===== src/rtl/prom_pkg.sv =====
package prom_pkg;
  localparam int unsigned ADDR_W  = 20;
  localparam int unsigned WADDR_W = 19;
  localparam int unsigned DATA_W  = 16;
  localparam int unsigned N_ACC   = 3;  // address, chip enable, output enable

  typedef enum logic [2:0] {
    ST_IDLE,
    ST_SETUP,
    ST_WAIT,
    ST_CAPTURE,
    ST_RECOVER
  } prom_state_e;
endpackage


===== src/rtl/prom_age_cnt.sv =====
module prom_age_cnt #(
  parameter int unsigned LIMIT = 4
) (
  input  logic clk_i,
  input  logic rst_ni,
  input  logic active_i,
  output logic done_o
);
  localparam int unsigned CW = (LIMIT < 1) ? 1 : $clog2(LIMIT + 1);

  logic [CW-1:0] cnt_q;

  always_ff @(posedge clk_i or negedge rst_ni) begin
    if (!rst_ni)              cnt_q <= '0;
    else if (!active_i)       cnt_q <= '0;
    else if (cnt_q != CW'(LIMIT)) cnt_q <= cnt_q + 1'b1;
  end

  assign done_o = (cnt_q == CW'(LIMIT));
endmodule


===== src/rtl/prom_pin_map.sv =====
module prom_pin_map
  import prom_pkg::*;
(
  input  logic [ADDR_W-1:0]  addr_i,
  input  logic               byte_i,
  input  logic               active_i,
  input  logic [DATA_W-1:0]  d_i,
  output logic [WADDR_W-1:0] rom_addr_o,
  output logic               lsb_o,
  output logic               lsb_oe_o,
  output logic [DATA_W-1:0]  data_o
);
  always_comb begin
    if (byte_i) begin
      rom_addr_o = addr_i[ADDR_W-1:1];
      lsb_o      = addr_i[0];
      lsb_oe_o   = active_i;
      data_o     = {{(DATA_W-8){1'b0}}, d_i[7:0]};
    end else begin
      rom_addr_o = addr_i[WADDR_W-1:0];
      lsb_o      = 1'b0;
      lsb_oe_o   = 1'b0;
      data_o     = d_i;
    end
  end
endmodule


===== src/rtl/prom_rd_ctrl.sv =====
module prom_rd_ctrl
  import prom_pkg::*;
#(
  parameter int unsigned T_AA_CYC = 10,
  parameter int unsigned T_CE_CYC = 10,
  parameter int unsigned T_OE_CYC = 5,
  parameter int unsigned T_HZ_CYC = 2
) (
  input  logic               clk_i,
  input  logic               rst_ni,
  input  logic               req_i,
  input  logic [ADDR_W-1:0]  addr_i,
  input  logic               byte_mode_i,
  output logic               ready_o,
  output logic [DATA_W-1:0]  rdata_o,
  output logic               rvalid_o,
  output logic [WADDR_W-1:0] rom_addr_o,
  output logic               rom_ce_no,
  output logic               rom_oe_no,
  output logic               rom_lsb_o,
  output logic               rom_lsb_oe_o,
  input  logic [DATA_W-1:0]  rom_d_i
);
  localparam int unsigned RCW = (T_HZ_CYC < 1) ? 1 : $clog2(T_HZ_CYC + 1);
  localparam logic [RCW-1:0] RC_LAST = RCW'((T_HZ_CYC < 1) ? 0 : T_HZ_CYC - 1);

  prom_state_e state_q, state_d;
  logic [ADDR_W-1:0] addr_q;
  logic              byte_q;
  logic [RCW-1:0]    rc_q;
  logic [N_ACC-1:0]  acc_done;
  logic              active;
  logic [DATA_W-1:0] fmt_data;
  logic [DATA_W-1:0] rdata_q;
  logic              rvalid_q;

  assign active = (state_q == ST_SETUP) || (state_q == ST_WAIT) || (state_q == ST_CAPTURE);

  // one age counter per access path, all started when the pins go active
  for (genvar g = 0; g < N_ACC; g++) begin : g_acc
    localparam int unsigned LIM = (g == 0) ? T_AA_CYC : (g == 1) ? T_CE_CYC : T_OE_CYC;
    prom_age_cnt #(.LIMIT(LIM)) u_cnt (
      .clk_i    (clk_i),
      .rst_ni   (rst_ni),
      .active_i (active),
      .done_o   (acc_done[g])
    );
  end

  prom_pin_map u_map (
    .addr_i     (addr_q),
    .byte_i     (byte_q),
    .active_i   (active),
    .d_i        (rom_d_i),
    .rom_addr_o (rom_addr_o),
    .lsb_o      (rom_lsb_o),
    .lsb_oe_o   (rom_lsb_oe_o),
    .data_o     (fmt_data)
  );

  always_comb begin
    state_d = state_q;
    unique case (state_q)
      ST_IDLE:    if (req_i) state_d = ST_SETUP;
      ST_SETUP:   state_d = ST_WAIT;
      ST_WAIT:    if (&acc_done) state_d = ST_CAPTURE;
      ST_CAPTURE: state_d = ST_RECOVER;
      ST_RECOVER: if (rc_q == RC_LAST) state_d = ST_IDLE;
      default:    state_d = ST_IDLE;
    endcase
  end

  always_ff @(posedge clk_i or negedge rst_ni) begin
    if (!rst_ni) begin
      state_q  <= ST_IDLE;
      addr_q   <= '0;
      byte_q   <= 1'b0;
      rc_q     <= '0;
      rdata_q  <= '0;
      rvalid_q <= 1'b0;
    end else begin
      state_q  <= state_d;
      rvalid_q <= (state_q == ST_CAPTURE);
      if (state_q == ST_IDLE && req_i) begin
        addr_q <= addr_i;
        byte_q <= byte_mode_i;
      end
      if (state_q == ST_RECOVER) rc_q <= rc_q + 1'b1;
      else                       rc_q <= '0;
      if (state_q == ST_CAPTURE) rdata_q <= fmt_data;
    end
  end

  assign ready_o   = (state_q == ST_IDLE);
  assign rom_ce_no = !active;
  assign rom_oe_no = !active;
  assign rdata_o   = rdata_q;
  assign rvalid_o  = rvalid_q;
endmodule


===== config.mk =====
export PLATFORM = sky130hd
export DESIGN_NAME = prom_rd_ctrl
export DESIGN_NICKNAME = d
export VERILOG_FILES = /design/src/rtl/prom_pkg.sv /design/src/rtl/prom_age_cnt.sv /design/src/rtl/prom_pin_map.sv /design/src/rtl/prom_rd_ctrl.sv
export SDC_FILE = /design/constraint.sdc
export NUM_CORES = 1
export LEC_CHECK = 0
export BUFFER_PORTS_ARGS = -buffer_cell sky130_fd_sc_hd__buf_4
export CORE_MARGIN = 3
export CORE_UTILIZATION = 23
export CTS_CLUSTER_SIZE = 8
export DETAILED_ROUTE_END_ITERATION = 6
export PLACE_DENSITY = 0.49
export SLEW_MARGIN = 20
export SYNTH_ARGS = -nofsm -noshare
export SYNTH_HDL_FRONTEND = slang
export SYNTH_SLANG_ARGS = --single-unit

===== constraint.sdc =====
create_clock -name clk_i -period 2.7 [get_ports clk_i]
set_input_delay 0.135 -clock clk_i [delete_from_list [all_inputs] [get_ports clk_i]]
set_output_delay 0.135 -clock clk_i [all_outputs]
set_load 0.005 [all_outputs]

==> reports/metrics.yaml, run 1 <==
layout:
  multi_input_area_um2: 1022
  num_antenna_cells: 0
  drive_gt1_share_pct: 48.56
  area_delta_synth_final_pct: 34.33
  nets: 325
  final-seq-area_um2: 1351
  fillers: 1076
clocking:
  cts_resized: 0
  cts_inserted_buffers: 5
  root_buffer: "clkbuf_8"
  cts_tree: "built"
  clkTransAtPathRegs_ns: 0.10
  cts_buffer_depth: 2
  numClockSinks: 54
  h-tree-depth: 2
  cts_setup_buffers: 0
  clkLatencyLatePin_ns: 0.30
synthesis:
  synth_compound_area_share_pct: 3.866
  yosysSeqAreaShare_pct: 54.93
  synth_mux_area_share_pct: 21.92
  synth.distinct_cells: 29
  avgSynthCellArea_um2: 12.49
  ys_warn_count: 0
  synth_area_um2: 2460
  synth_nets: 244
  synth_simple_gate_area_share_pct: 10.07
  synthCells: 197
  ys_ff_latch: 54
  synth_top_family_by_area: "multiplexers"
  synth_fa_ha_area_share_pct: 3.561
  synthXorXnorAreaFrac_pct: 2.136
global_route:
  grt_max_degree: 55
  top_usage_layer: "met2"
  grt_pass1_vias: 1737
  grt_util_met3_pct: 2.701
  grt_usage_pct: 8.533
  grt_overflow: 0
  grt.met2_usage_pct: 14.60
  grt_pass1_wl_um: 8169
  met1_usage_pct: 10.63
  antenna_found_initial: 0
power:
  peakVddDrop_mv: 0.4254
  power_density_nw_per_um2: 1096
  power.leakage_nw: 1.544
timing:
  finClkSkew_ns: 0.007183
  finalMaxSlewViolations: 0
  rsz0062_at_grt: "no"
  setup_slack_ns: 0.7568
  worst_pin_slew_ns: 0.6924
  finalHoldViolCount: 0
  setup_viol: 0
  tns_ns: 0
  period_minus_slack_ns: 1.943
  max_freq_mhz: 514.6
  fin_crit_sh_pct: 71.97
  relSlewSlack_pct: 53.84
worst_hold_path:
  hp-class: "input pin to flop"
outcome:
  status: "finished clean"
detailed_routing:
  drc: 0
  drt_iter0_markers: 57
  wl_um: 5152
  vias: 1677
  drt_first_pass_iters: 3
  viasPerCell: 4.051
  wire_per_inst_um: 12.44
  drtAntennaViolNets: 0
critical_path:
  worstPathRequired_ns: 2.57
  critical_path_class: "flop to output port"
  critPathMaxFanout: 16
  crit_arrival_ns: 1.81
  end_kind: "output port"
  worst_setup_path_start_kind: "flop"
floorplanning:
  io_pins: 81
  num_rows: 37
  die_y_um: 109.4
  start_util_pct: 23.72
  die_area_um2: 11970
  die_w_um: 109.4
  core_um2: 10370
place:
  gp_congestion: 0.6276
  dpl.hpwl_um: 3636
  pre_cts_ws_ns: 0.9864
  port_buffers: 80
flow_run:
  drv_cap: 0
[area by class of cell]
| class | instances | share of cell area [%] |
|---|---|---|
| Sequential cell | 54 | 40.89 |
| Inverter | 6 | 0.6816 |
| Clock inverter | 1 | 0.9087 |
| Tap cell | 136 | 5.150 |
| Clock buffer | 6 | 2.499 |
| Timing Repair Buffer | 83 | 18.93 |
| Multi-Input combinational cell | 128 | 30.94 |
[logic make-up (layout without fill, tap and decap cells)]
group	after synthesis	after routing
buf+inv	15	96
flops	54	54
simple gates	51	51
fa+ha+maj	7	7
compound gates	16	16
mux	48	48
xor+xnor	6	6
[registers in the layout, indices dropped and copies added (netlist names)]
register           flops
addr_q                20
byte_q                 1
g_acc.u_cnt.cnt_q     11
rc_q                   2
rdata_o               16
rvalid_o               1
state_q                3
[Yosys cell counts]
library cell  count  area share, %
xor2_1            2           0.71
a21o_1            1           0.31
mux2i_1           1           0.41
o21ai_0          10            2.0
ha_1              7            3.6
xnor2_1           4            1.4
mux2_2           42             19
nor2_1           17            2.6
buf_2             3           0.61
nor4b_4           1           0.97
nor3_1            2           0.41
or2_2             1           0.25
clkinv_1          1           0.15
buf_6             3            1.4
and2_1            1           0.25
nand3_1           2           0.41
dfrtp_1          54             55
a21oi_1           2           0.41
inv_1             5           0.76
nand3b_2          1           0.46
nand3b_1          3           0.92
a211oi_1          2           0.61
buf_4             1           0.31
mux2_1            5            2.3
clkbuf_1          2           0.31
nand2_1          21            3.2
nor4b_1           1           0.36
nand2b_1          1           0.25
a211oi_2          1           0.51
[layout by cell type (no fill, tap or decap)]
cell type       n
nor3_1          2
ha_1            7
inv_1           5
mux2_2         42
a211oi_1        2
nand2b_1        1
or2_2           1
nor4b_4         1
nand3b_2        1
clkbuf_8        6
o21ai_0        10
mux2_1          5
nand3_1         2
buf_4          82
a211oi_2        1
mux2i_1         1
and2_1          1
nand2_1        21
nand3b_1        3
clkinv_1        1
xnor2_1         4
xor2_1          2
dlygate4sd3_1   1
bufinv_16       1
nor4b_1         1
a21o_1          1
nor2_1         17
dfrtp_1        54
a21oi_1         2
[stage by stage]
step           power, mW  instance area, µm²  cells  hold slack [ns]  util, %
2_1_floorplan      2.334                2460    197          -0.1606        -
3_3_place_gp       3.099                3182    406           0.2437    30.68
3_5_place_dp       3.130                3182    406           0.2421    30.68
4_1_cts            3.705                3304    414          0.02775    31.87
5_1_grt            3.929                3304    414          0.03435    31.87
6_report           3.621                3304    414          0.04065    31.87
[worst max-delay path: stages, from the launching register on]
cell and delay, ns:
dfrtp_1 0.73, clkinv_1 0.45, nor2_1 0.20, buf_4 0.13
[what timing repair did]
item | CTS | global route
setup endpoints to repair | 0 | 0
hold buffers | 1 | 0
hold endpoints to repair | 54 | 0
[power breakdown]
part / internal (mW) / switching, mW / total (mW)
combinational: 1.03 / 0.600 / 1.63
sequential: 1.16 / 0.290 / 1.45
clock: 0.297 / 0.252 / 0.549
[routing by layer]
| metal | vias up | wire length [µm] |
|---|---|---|
| met5 | - | 0 |
| met4 | 0 | 17 |
| met3 | 2 | 358 |
| met2 | 52 | 2445 |
| met1 | 793 | 2331 |
| li1 | 830 | - |
[final timing paths]
check,start,end,slack (ns),cells after the start
max,byte_q,rom_lsb_oe_o,0.76,3
min,byte_mode_i,byte_q,0.04,3
max reg2reg,state_q[1],addr_q[19],1.10,3
min reg2reg,rc_q[0],rc_q[0],0.44,1
max in group asynchronous,rst_ni,rdata_o[11],1.82,2
min in group asynchronous,rst_ni,addr_q[6],0.42,2
Power figures use the tool's default switching activity.
==> inputs of run 2 (changes only) <==
==> constraint.sdc (replaced) <==
create_clock -name clk_i -period 1.9 [get_ports clk_i]
set_input_delay 0.095 -clock clk_i [delete_from_list [all_inputs] [get_ports clk_i]]
set_output_delay 0.095 -clock clk_i [all_outputs]
set_load 0.005 [all_outputs]
==> run 2 against run 1 <==
Against the previous run: highest routed layer unchanged; via count is 0.95% higher; register-to-register slack worse by 0.71 ns; setup slack worse by 0.56 ns; routed wire length hardly changed; cell count is 1.9% higher; hold slack worse by 0.022 ns; sequential cell count stayed put; sequential share of layout area is 1.1 points lower.
==> reports/metrics.yaml, run 2 (same netlist as run 1, synthesis figures left out) <==
power:
  peakVddDrop_mv: 0.5240  # +23%
  power_density_nw_per_um2: 1528  # +39%
  power.leakage_nw: 1.581  # +2.4%
critical_path:
  end_kind: "output port"
  worst_setup_path_start_kind: "flop"
  r2r-start: "state_q[0]"
  critical_path_class: "flop to output port"
  worstRegToRegCells: 3  # unchanged
  r2r-end: "addr_q[16]"
  critPathMaxFanout: 14  # -2
  rrSetupSlack_ns: 0.39  # -0.71 ns
  worstPathRequired_ns: 1.80  # -0.77 ns
  crit_arrival_ns: 1.60  # -0.21 ns
place:
  dpl.hpwl_um: 3608  # -0.76%
  gp_congestion: 0.6689  # +6.6%
  port_buffers: 80  # unchanged
  pre_cts_ws_ns: 0.3668  # -0.6195 ns
global_route:
  grt_pass1_vias: 1670  # -3.9%
  grt_overflow: 0  # unchanged
  grt_usage_pct: 8.645  # +0.11 points
  grt_pass1_wl_um: 8114  # -0.67%
  grt_max_degree: 55  # unchanged
  antenna_found_initial: 0  # unchanged
clocking:
  h-tree-depth: 2  # unchanged
  clkLatencyLatePin_ns: 0.30  # about the same
  clkTransAtPathRegs_ns: 0.10  # about the same
  cts_buffer_depth: 2  # unchanged
  cts_inserted_buffers: 5  # unchanged
  root_buffer: "clkbuf_8"
  cts_tree: "built"
  cts_resized: 0  # unchanged
  numClockSinks: 54  # unchanged
  cts_hold_buf: 5  # +4
  cts_setup_buffers: 0  # unchanged
floorplanning:
  die_w_um: 109.4  # unchanged
  io_pins: 81  # unchanged
  num_rows: 37  # unchanged
  start_util_pct: 23.72  # unchanged
  core_um2: 10370  # unchanged
  die_y_um: 109.4  # unchanged
  die_area_um2: 11970  # unchanged
detailed_routing:
  drt_iter0_markers: 46  # -19%
  drtAntennaViolNets: 0  # unchanged
  wire_per_inst_um: 12.20  # -2.0%
  viasPerCell: 4.012  # -0.96%
  drc: 0  # unchanged
  wl_um: 5147  # about the same
  vias: 1693  # +0.95%
  drt_first_pass_iters: 4  # +1
timing:
  worst_pin_slew_ns: 0.6918  # -0.0005837 ns
  tns_ns: 0  # unchanged
  relSlewSlack_pct: 53.88  # about the same
  period_minus_slack_ns: 1.699
  finalHoldViolCount: 0  # unchanged
  finalMaxSlewViolations: 0  # unchanged
  setup_slack_ns: 0.2006  # -0.5562 ns
  setup_viol: 0  # unchanged
  rsz0062_at_grt: "no"
  finClkSkew_ns: 0.005668  # -0.001514 ns
  max_freq_mhz: 588.4
  fin_crit_sh_pct: 89.44
layout:
  num_antenna_cells: 0  # unchanged
  top_register: "addr_q"
  drive_gt1_share_pct: 47.55  # -1.0 points
  area_delta_synth_final_pct: 38.00
  final_cell_mix: "82 x buf_4, 54 x dfrtp_1, 42 x mux2_2, 21 x nand2_1, 17 x nor2_1"
  layout_commonest_cell: "buf_4"
  nets: 333  # +2.5%
  largest_reg_flops: 20  # unchanged
  final-seq-area_um2: 1351  # unchanged
  fillers: 1060  # -1.5%
  multi_input_area_um2: 1022  # unchanged
flow_run:
  drv_cap: 0  # unchanged
worst_hold_path:
  holdCritStartpoint: "rom_d_i[1]"
  hp-class: "input pin to flop"
  hold-path-endpoint: "rdata_o[1]"
  whs_path_depth: 2  # -1
outcome:
  status: "finished clean"
## run 2: cell count changes in the layout (fill, tap and decap cells not counted)
cell           change
buf_12             +1
dlygate4sd3_1      +7
## run 2: metal layers
| layer | share of wire, % | global-route usage [%] |
|---|---|---|
| met3 | 7.1 | 2.584 |
| met1 | 46 | 11.50 |
| met2 | 46 | 13.51 |
| met4 | 0.82 | 2.671 |
| met5 | 0 | 0 |
## run 2: report_power, final
| part | switching [mW] | total (mW) | leakage (nW) | internal, mW |
|---|---|---|---|---|
| registers | 0.350 | 1.99 | 0.669 | 1.64 |
| logic | 0.907 | 2.40 | 0.854 | 1.49 |
| clock network | 0.369 | 0.791 | 0.0573 | 0.422 |
| total | 1.63 | 5.19 | 1.58 | 3.56 |
## run 2: cell type report
| class | count | area share [%] |
|---|---|---|
| Sequential cell | 54 | 39.81 |
| Inverter | 6 | 0.6635 |
| Multi-Input combinational cell | 128 | 30.11 |
| Tap cell | 136 | 5.013 |
| Timing Repair Buffer | 91 | 21.08 |
| Clock inverter | 1 | 0.8846 |
| Clock buffer | 6 | 2.433 |
## run 2: worst max-delay path by stage
| stage | startpoint | depth (start not counted) | end |
|---|---|---|---|
| floorplan | state_q[1] | 3 | addr_q[0] |
| global route | state_q[1] | 4 | rom_lsb_oe_o |
| detailed placement | state_q[2] | 4 | rdata_o[11] |
| global placement | state_q[1] | 3 | addr_q[2] |
| CTS | state_q[0] | 4 | rom_lsb_oe_o |
| finish | state_q[0] | 4 | rom_lsb_oe_o |
## run 2: stage by stage
stage	util, %	std cells	cell area (µm²)	hold slack (ns)	power, mW
final	32.73	422	3395	0.01839	5.185
after global routing	32.73	422	3395	0.001169	5.644
after CTS	32.44	419	3364	0.00008621	5.300
after detailed placement	30.88	407	3202	0.2035	4.469
after global placement	30.88	407	3202	0.2023	4.448
after floorplan	-	197	2460	-0.2006	3.317
## run 2: critical path, cell delays in order, from the launching register on
cell and delay (ns):
dfrtp_1 0.52, nor2_1 0.09, or2_2 0.44, nor2_1 0.14, buf_4 0.12
